===== src/rtl/lsm_pkg.sv =====
// Shared encodings for the block transfer sequencer.
package lsm_pkg;
    typedef enum logic [1:0] {
        AM_INC_AFTER  = 2'd0,
        AM_INC_BEFORE = 2'd1,
        AM_DEC_AFTER  = 2'd2,
        AM_DEC_BEFORE = 2'd3
    } addr_mode_t;

    typedef enum logic [1:0] {
        SK_FULL_DESC  = 2'd0,
        SK_FULL_ASC   = 2'd1,
        SK_EMPTY_ASC  = 2'd2,
        SK_EMPTY_DESC = 2'd3
    } stack_kind_t;

    typedef enum logic [1:0] {
        SQ_IDLE = 2'd0,
        SQ_MOVE = 2'd1,
        SQ_FIN  = 2'd2
    } seq_state_t;

    // Returns 1 when the mode counts downward from the base.
    function automatic logic mode_is_down(input addr_mode_t m);
        return (m == AM_DEC_AFTER) || (m == AM_DEC_BEFORE);
    endfunction
endpackage


===== src/rtl/lsm_mode_xlate.sv =====
// lsm_mode_xlate: picks the effective addressing mode.
// Assumes: stack codes follow lsm_pkg::stack_kind_t; purely combinational.
module lsm_mode_xlate
    import lsm_pkg::*;
(
    input  logic       use_stack,
    input  logic [1:0] stack_kind,
    input  logic       is_load,
    input  logic [1:0] mode_in,
    output logic [1:0] mode_out
);
    stack_kind_t sk;
    addr_mode_t  stk_mode;

    assign sk = stack_kind_t'(stack_kind);

    // Stack discipline to mode; loads and stores pick opposite modes.
    always_comb begin
        stk_mode = AM_INC_AFTER;
        unique case (sk)
            SK_FULL_DESC:  stk_mode = is_load ? AM_INC_AFTER  : AM_DEC_BEFORE;
            SK_FULL_ASC:   stk_mode = is_load ? AM_DEC_AFTER  : AM_INC_BEFORE;
            SK_EMPTY_ASC:  stk_mode = is_load ? AM_DEC_BEFORE : AM_INC_AFTER;
            SK_EMPTY_DESC: stk_mode = is_load ? AM_INC_BEFORE : AM_DEC_AFTER;
            default:       stk_mode = AM_INC_AFTER;
        endcase
    end

    // Stack code overrides the plain mode when selected.
    always_comb begin
        mode_out = use_stack ? stk_mode : mode_in;
    end
endmodule


===== src/rtl/lsm_addr_plan.sv =====
// lsm_addr_plan: counts the selected registers and derives the first
// transfer address and the final base from mode, base and count.
// Assumes: addresses wrap modulo 2**ADDR_W; purely combinational.
module lsm_addr_plan
    import lsm_pkg::*;
#(
    parameter int ADDR_W = 32,
    parameter int NREG   = 16,
    parameter int STEP   = 4
) (
    input  logic [ADDR_W-1:0] base,
    input  logic [NREG-1:0]   mask,
    input  logic [1:0]        mode,
    input  logic              wb,
    output logic [ADDR_W-1:0] start_addr,
    output logic [ADDR_W-1:0] final_base
);
    localparam int CNT_W = $clog2(NREG + 1);
    localparam logic [ADDR_W-1:0] STEP_V = ADDR_W'(STEP);

    logic [CNT_W-1:0]  count;
    logic [ADDR_W-1:0] span;
    addr_mode_t        am;

    assign am = addr_mode_t'(mode);

    // Population count of the mask.
    always_comb begin
        count = '0;
        for (int i = 0; i < NREG; i++) begin
            count = count + CNT_W'(mask[i]);
        end
    end

    // Byte span covered by the whole run.
    always_comb begin
        span = ADDR_W'(count) * STEP_V;
    end

    // First address of the ascending run for each mode.
    always_comb begin
        start_addr = base;
        unique case (am)
            AM_INC_AFTER:  start_addr = base;
            AM_INC_BEFORE: start_addr = base + STEP_V;
            AM_DEC_AFTER:  start_addr = base - span + STEP_V;
            AM_DEC_BEFORE: start_addr = base - span;
            default:       start_addr = base;
        endcase
    end

    // Base value handed back after the run.
    always_comb begin
        if (!wb) begin
            final_base = base;
        end else if (mode_is_down(am)) begin
            final_base = base - span;
        end else begin
            final_base = base + span;
        end
    end
endmodule


===== src/rtl/lsm_mask_walker.sv =====
// lsm_mask_walker: holds the registers still to move and names the
// lowest one; clears it on each step.
// Assumes: load and step are never high together.
module lsm_mask_walker #(
    parameter int NREG = 16
) (
    input  logic                    clk,
    input  logic                    rst_n,
    input  logic                    load,
    input  logic [NREG-1:0]         mask_in,
    input  logic                    step,
    output logic [$clog2(NREG)-1:0] cur_idx,
    output logic                    last
);
    localparam int IDX_W = $clog2(NREG);

    logic [NREG-1:0] rem_q;
    logic [NREG-1:0] low_bit;

    // Isolate the lowest pending bit.
    always_comb begin
        low_bit = rem_q & (~rem_q + NREG'(1));
    end

    // Encode the isolated bit as an index.
    always_comb begin
        cur_idx = '0;
        for (int i = 0; i < NREG; i++) begin
            if (low_bit[i]) begin
                cur_idx = IDX_W'(i);
            end
        end
    end

    // Exactly one register remains.
    always_comb begin
        last = (rem_q != '0) && ((rem_q & (rem_q - NREG'(1))) == '0);
    end

    // Pending-register store.
    always_ff @(posedge clk) begin
        if (!rst_n) begin
            rem_q <= '0;
        end else if (load) begin
            rem_q <= mask_in;
        end else if (step) begin
            rem_q <= rem_q & ~low_bit;
        end
    end
endmodule


===== src/rtl/lsm_seq.sv =====
// lsm_seq: multi-register transfer sequencer top. Takes a request when
// idle, issues one word transfer per acknowledged handshake in ascending
// address order, then pulses done with the updated base.
// Assumes: request fields are valid in the accept cycle only.
module lsm_seq
    import lsm_pkg::*;
#(
    parameter int ADDR_W = 32,
    parameter int NREG   = 16,
    parameter int STEP   = 4
) (
    input  logic                    clk,
    input  logic                    rst_n,
    input  logic                    req_valid,
    output logic                    req_ready,
    input  logic [ADDR_W-1:0]       req_base,
    input  logic [NREG-1:0]         req_mask,
    input  logic                    req_load,
    input  logic [1:0]              req_mode,
    input  logic                    req_wb,
    input  logic                    req_stk,
    input  logic [1:0]              req_stk_kind,
    output logic                    mem_valid,
    output logic [ADDR_W-1:0]       mem_addr,
    output logic [$clog2(NREG)-1:0] mem_reg,
    output logic                    mem_write,
    input  logic                    mem_ack,
    output logic                    done,
    output logic [ADDR_W-1:0]       base_out
);
    localparam int IDX_W = $clog2(NREG);
    localparam logic [ADDR_W-1:0] STEP_V = ADDR_W'(STEP);

    seq_state_t        state_q;
    logic [ADDR_W-1:0] addr_q;
    logic [ADDR_W-1:0] base_q;
    logic              write_q;
    logic [1:0]        eff_mode;
    logic [ADDR_W-1:0] plan_start;
    logic [ADDR_W-1:0] plan_final;
    logic [IDX_W-1:0]  walk_idx;
    logic              walk_last;
    logic              accept;
    logic              step;

    // Handshake strobes.
    assign accept = req_valid && (state_q == SQ_IDLE);
    assign step   = (state_q == SQ_MOVE) && mem_ack;

    lsm_mode_xlate u_xlate (
        .use_stack  (req_stk),
        .stack_kind (req_stk_kind),
        .is_load    (req_load),
        .mode_in    (req_mode),
        .mode_out   (eff_mode)
    );

    lsm_addr_plan #(
        .ADDR_W (ADDR_W),
        .NREG   (NREG),
        .STEP   (STEP)
    ) u_plan (
        .base       (req_base),
        .mask       (req_mask),
        .mode       (eff_mode),
        .wb         (req_wb),
        .start_addr (plan_start),
        .final_base (plan_final)
    );

    lsm_mask_walker #(
        .NREG (NREG)
    ) u_walk (
        .clk     (clk),
        .rst_n   (rst_n),
        .load    (accept),
        .mask_in (req_mask),
        .step    (step),
        .cur_idx (walk_idx),
        .last    (walk_last)
    );

    // Sequencer state, running address and captured request fields.
    always_ff @(posedge clk) begin
        if (!rst_n) begin
            state_q <= SQ_IDLE;
            addr_q  <= '0;
            base_q  <= '0;
            write_q <= 1'b0;
        end else begin
            unique case (state_q)
                SQ_IDLE: begin
                    if (accept) begin
                        addr_q  <= plan_start;
                        base_q  <= plan_final;
                        write_q <= !req_load;
                        state_q <= (req_mask == '0) ? SQ_FIN : SQ_MOVE;
                    end
                end
                SQ_MOVE: begin
                    if (step) begin
                        addr_q <= addr_q + STEP_V;
                        if (walk_last) begin
                            state_q <= SQ_FIN;
                        end
                    end
                end
                SQ_FIN: begin
                    state_q <= SQ_IDLE;
                end
                default: state_q <= SQ_IDLE;
            endcase
        end
    end

    // Output decode from registered state.
    always_comb begin
        req_ready = (state_q == SQ_IDLE);
        mem_valid = (state_q == SQ_MOVE);
        mem_addr  = addr_q;
        mem_reg   = walk_idx;
        mem_write = write_q;
        done      = (state_q == SQ_FIN);
        base_out  = base_q;
    end
endmodule


===== config.mk =====
export PLATFORM = sky130hd
export DESIGN_NAME = lsm_seq
export DESIGN_NICKNAME = d
export VERILOG_FILES = /design/src/rtl/lsm_pkg.sv /design/src/rtl/lsm_mode_xlate.sv /design/src/rtl/lsm_addr_plan.sv /design/src/rtl/lsm_mask_walker.sv /design/src/rtl/lsm_seq.sv
export SDC_FILE = /design/constraint.sdc
export NUM_CORES = 1
export LEC_CHECK = 0
export ABC_CLOCK_PERIOD_IN_PS = 8600
export BUFFER_PORTS_ARGS = -buffer_cell sky130_fd_sc_hd__clkbuf_2
export CORE_MARGIN = 4
export CORE_UTILIZATION = 53
export DETAILED_ROUTE_END_ITERATION = 8
export PLACE_DENSITY_LB_ADDON = 0.08
export RECOVER_POWER = 25
export SLEW_MARGIN = 10
export SYNTH_ARGS = -nofsm -noshare
export SYNTH_HDL_FRONTEND = slang
export SYNTH_SLANG_ARGS = --single-unit
export TNS_END_PERCENT = 5

===== constraint.sdc =====
create_clock -name clk -period 8.6 [get_ports clk]
set_input_delay 1.29 -clock clk [delete_from_list [all_inputs] [get_ports clk]]
set_output_delay 1.29 -clock clk [all_outputs]
set_load 0.05 [all_outputs]

==> flow_summary_export.csv <==
group,metric,value,unit
run_status,outcome,"completed",
logic_synthesis,synth-simple-area-share,30.6,%
min_path,holdPathEnd,"mem_addr[0]",
worst_setup_path,cp.arrival,8.25,ns
min_path,min-delay-start,"mem_addr[0]",
worst_setup_path,start_kind,"input port",
clocking,cts_setup_buffers,0,
worst_setup_path,crit_family,"adder cells",
logic_synthesis,synth_area_leaders,"dfxtp_1 (20%), nand2_1 (6.3%), nor2_1 (5.9%)",
logic_synthesis,syn_area_per_cell,6.83,µm²
worst_setup_path,r2r_setup_slack,4.55,ns
logic_synthesis,ys_top_cells_by_count,"nand2_1 (138), nor2_1 (131), o21ai_0 (91), dfxtp_1 (83), clkbuf_1 (80)",
clocking,htree_levels,3,
worst_setup_path,crit_start,"req_mask[0]",
floorplan,fp.dieH,133,µm
clocking,cts-buffers-inserted,9,
grt,grt-ovfl-total,0,
timing,worst_slew_pin_slew,1.13,ns
logic_synthesis,syn_area,0.00828,mm²
routing,dr_total_vias,9389,
layout,final_cell_area,0.00926,mm²
routing,first_pass_iters,5,
pwr,power.density,233,mW/mm²
timing,tns,0,ns
logic_synthesis,ys_types,68,
timing,fin_skew,0.00696,ns
worst_setup_path,path_cells,"clkbuf_2, inv_1, ha_1, inv_1, fa_1, fa_1, fa_1, fa_1, fa_1, fa_1, xnor2_1, inv_1, ha_1, o311a_1, or3_1, a211oi_1, nand3_1, nor4_4, or3b_1, o31a_1, o31a_1, o21a_1",
logic_synthesis,yosysWarningCount,0,
logic_synthesis,synth_seq_area_share,20.1,%
pwr,p_leak,3.53,nW
logic_synthesis,yosysMostFrequentCell,"nand2_1",
placed_design,io_buffers,130,
min_path,whs_path_depth,2,
clocking,ctsHoldBuffers,0,
logic_synthesis,async_reset_ff_share,0,%
logic_synthesis,netlist_instances,1212,
worst_setup_path,criticalPathCategory,"input port to flop",
pwr,comb_power_share,56.7,%
placed_design,place_congestion,0.969,
floorplan,initial_utilization,54.2,%
clocking,cts_tree,"yes",
placed_design,place_hpwl,21700,µm
timing,setup_viol,0,
worst_setup_path,path_max_fanout,12,
pwr,seq_power_share,22.3,%
pwr,netSwitchingPower,0.00106,W
worst_setup_path,worst-endpoint-required,8.85,ns
min_path,hp-class,"flop to flop",
routing,ant_nets,0,
floorplan,die_w,133,µm
timing,fmax,125,MHz
worst_setup_path,r2r_start,"state_q[1]",
logic_synthesis,yosys.area.top_type_share,20.1,%
routing,wl_per_cell,19.7,µm
logic_synthesis,yosys_most_used_dff,"dfxtp_1",
worst_setup_path,max_stage_delay,0.56,ns
worst_setup_path,reg2regPathDepth,8,
logic_synthesis,muxShareOfSynthArea,1.59,%
logic_synthesis,synthAdderAreaFrac,6.59,%
logic_synthesis,ys_ff_latch,83,
timing,maxSlewHeadroom,24.6,%
layout,drive_gt1_share,11.1,%
grt,grt_max_degree,67,
worst_setup_path,r2r_end,"mem_addr[23]",
logic_synthesis,synth_edf_count,0,
pwr,pwr-share-clk,21.0,%
timing,rsz0062_at_grt,"no",
routing,drcViolationCount,0,
pwr,switching_share,49.0,%
layout,diodes,0,
logic_synthesis,synth_nets,1305,
grt,grt_first_pass_wirelength,46100,µm
timing,setup_ws,0.599,ns
pwr,power,0.00216,W
clocking,cts_max_path_buffers,2,
layout,fillCellCount,1489,
logic_synthesis,synth_top_family_by_area,"simple AND/OR/NAND/NOR gates",
placed_design,dp_cells,1476,
placed_design,place_ws,0.260,ns
pwr,p_int,0.00110,W
routing,drt_iter0_drc,1062,
grt,grtUsageTotal,32.1,%
layout,fin_nets,1369,
floorplan,core,0.0153,mm²
layout,final_cells,1492,
grt,first_global_vias,8375,
logic_synthesis,synth_top_area_cell,"dfxtp_1",
floorplan,num_io_pins,131,
timing,hold_viol,0,
worst_setup_path,crit_top_cell,"fa_1",
routing,drt-total-wl,29300,µm
routing,via_per_inst,6.29,
timing,finalCritPeriodShare,93.0,%
worst_setup_path,endpoint_kind,"flop",
pwr,peakVddDrop,271,µV
logic_synthesis,synth-xor-area-share,8.04,%
worst_setup_path,worst-path-buf-inv,4,
floorplan,dieArea,0.0177,mm²
worst_setup_path,crit_path_top_delay_cell,"o311a_1",
clocking,clk_pin_slew_worst_paths,0.07,ns
grt,antenna_found_initial,0,
placed_design,postPlaceCellArea,0.00897,mm²
clocking,cts_num_sinks,83,
logic_synthesis,synth-compound-area-share,26.4,%
floorplan,rows,45,
worst_setup_path,crit_cells,22,
timing,slew_viol_final,0,
layout,syn_to_final_growth,11.9,%
clocking,clkLatencyLatePin,0.35,ns
flow_run,max_cap_viol_count,0,
clocking,root_buffer,"clkbuf_16",
timing,finalCriticalPeriod,8.00,ns
clocking,cts_resized,0,
[registers in the layout, indices dropped and copies added, names as in the netlist]
| name | cells |
|---|---|
| state_q | 2 |
| mem_write | 1 |
| base_out | 32 |
| u_walk.rem_q | 16 |
| mem_addr | 32 |
[worst max path at each step]
stage,to
after detailed placement,mem_addr[28]
after CTS,mem_addr[28]
after floorplan,mem_addr[28]
final,mem_addr[28]
after global placement,mem_addr[28]
after global routing,mem_addr[30]
[power groups by stage]
stage | clock, W | sequential, W | combinational, W
3_3_place_gp | 0 | 0.000489 | 0.00120
2_1_floorplan | 0 | 0.000611 | 0.000779
5_1_grt | 0.000469 | 0.000489 | 0.00133
6_report | 0.000453 | 0.000482 | 0.00122
3_5_place_dp | 0 | 0.000489 | 0.00121
4_1_cts | 0.000458 | 0.000481 | 0.00122
[through the flow]
step | hold slack (ns) | utilization (%)
finish | 0.455 | 60.7
global route | 0.488 | 60.7
CTS | 0.458 | 61.0
detailed placement | 0.448 | 58.8
global placement | 0.440 | 58.8
floorplan | 0.429 | -
[layout make-up]
type	count	area (µm²)	share of cell area [%]
repair buffers	149	746	8.06
flip-flops and latches	83	1660	18.0
well taps	211	264	2.85
multi-input cells	983	6060	65.5
clock inverters	6	96.3	1.04
clock buffers	10	239	2.58
inverters	50	188	2.03
[logic make-up (layout without fill, tap and decap cells)]
family | Yosys count | count (layout)
compound gates | 342 | 342
xor+xnor | 76 | 76
fa+ha+maj | 37 | 37
buf+inv | 146 | 215
flops | 83 | 83
mux | 13 | 13
simple gates | 515 | 515
[worst register-to-register path, cell delays in order, from the launching register on]
cell,delay [ns]
dfxtp_1,0.36
nand2b_1,0.11
buf_4,0.34
clkinv_1,0.60
nand2_1,0.85
nand2_1,0.91
o21ai_0,0.52
or2_2,0.17
o22ai_1,0.05
[per-layer routing]
metal | track usage (%) | vias up | part of all wire (%)
met2 | 52.6 | 425 | 47
met1 | 43.0 | 4414 | 42
met5 | 0 | - | 0
met3 | 5.06 | 50 | 8.3
met4 | 11.4 | 0 | 2.6
li1 | - | 4500 | -
[layout by cell type (no fill, tap or decap), types with 12 or more instances in the layout]
cell and instances:
nor2_1 130, xnor2_1 38, o21ai_0 91, xor2_1 38, clkbuf_1 38, ha_1 22, clkbuf_2 92, nor4_1 29
buf_4 19, a21o_1 18, mux2i_1 12, a211oi_1 31, fa_1 12, a31oi_1 14, inv_1 48, a22oi_1 18
nand2_1 138, and2_1 12, or4_1 12, nand4_1 21, and3_1 15, nand3_1 42, nor3_1 46, or3_1 15
dfxtp_1 83, a21oi_1 79, nor2b_1 16, o22ai_1 13
Note: power is estimated with default switching activity, not from simulation.
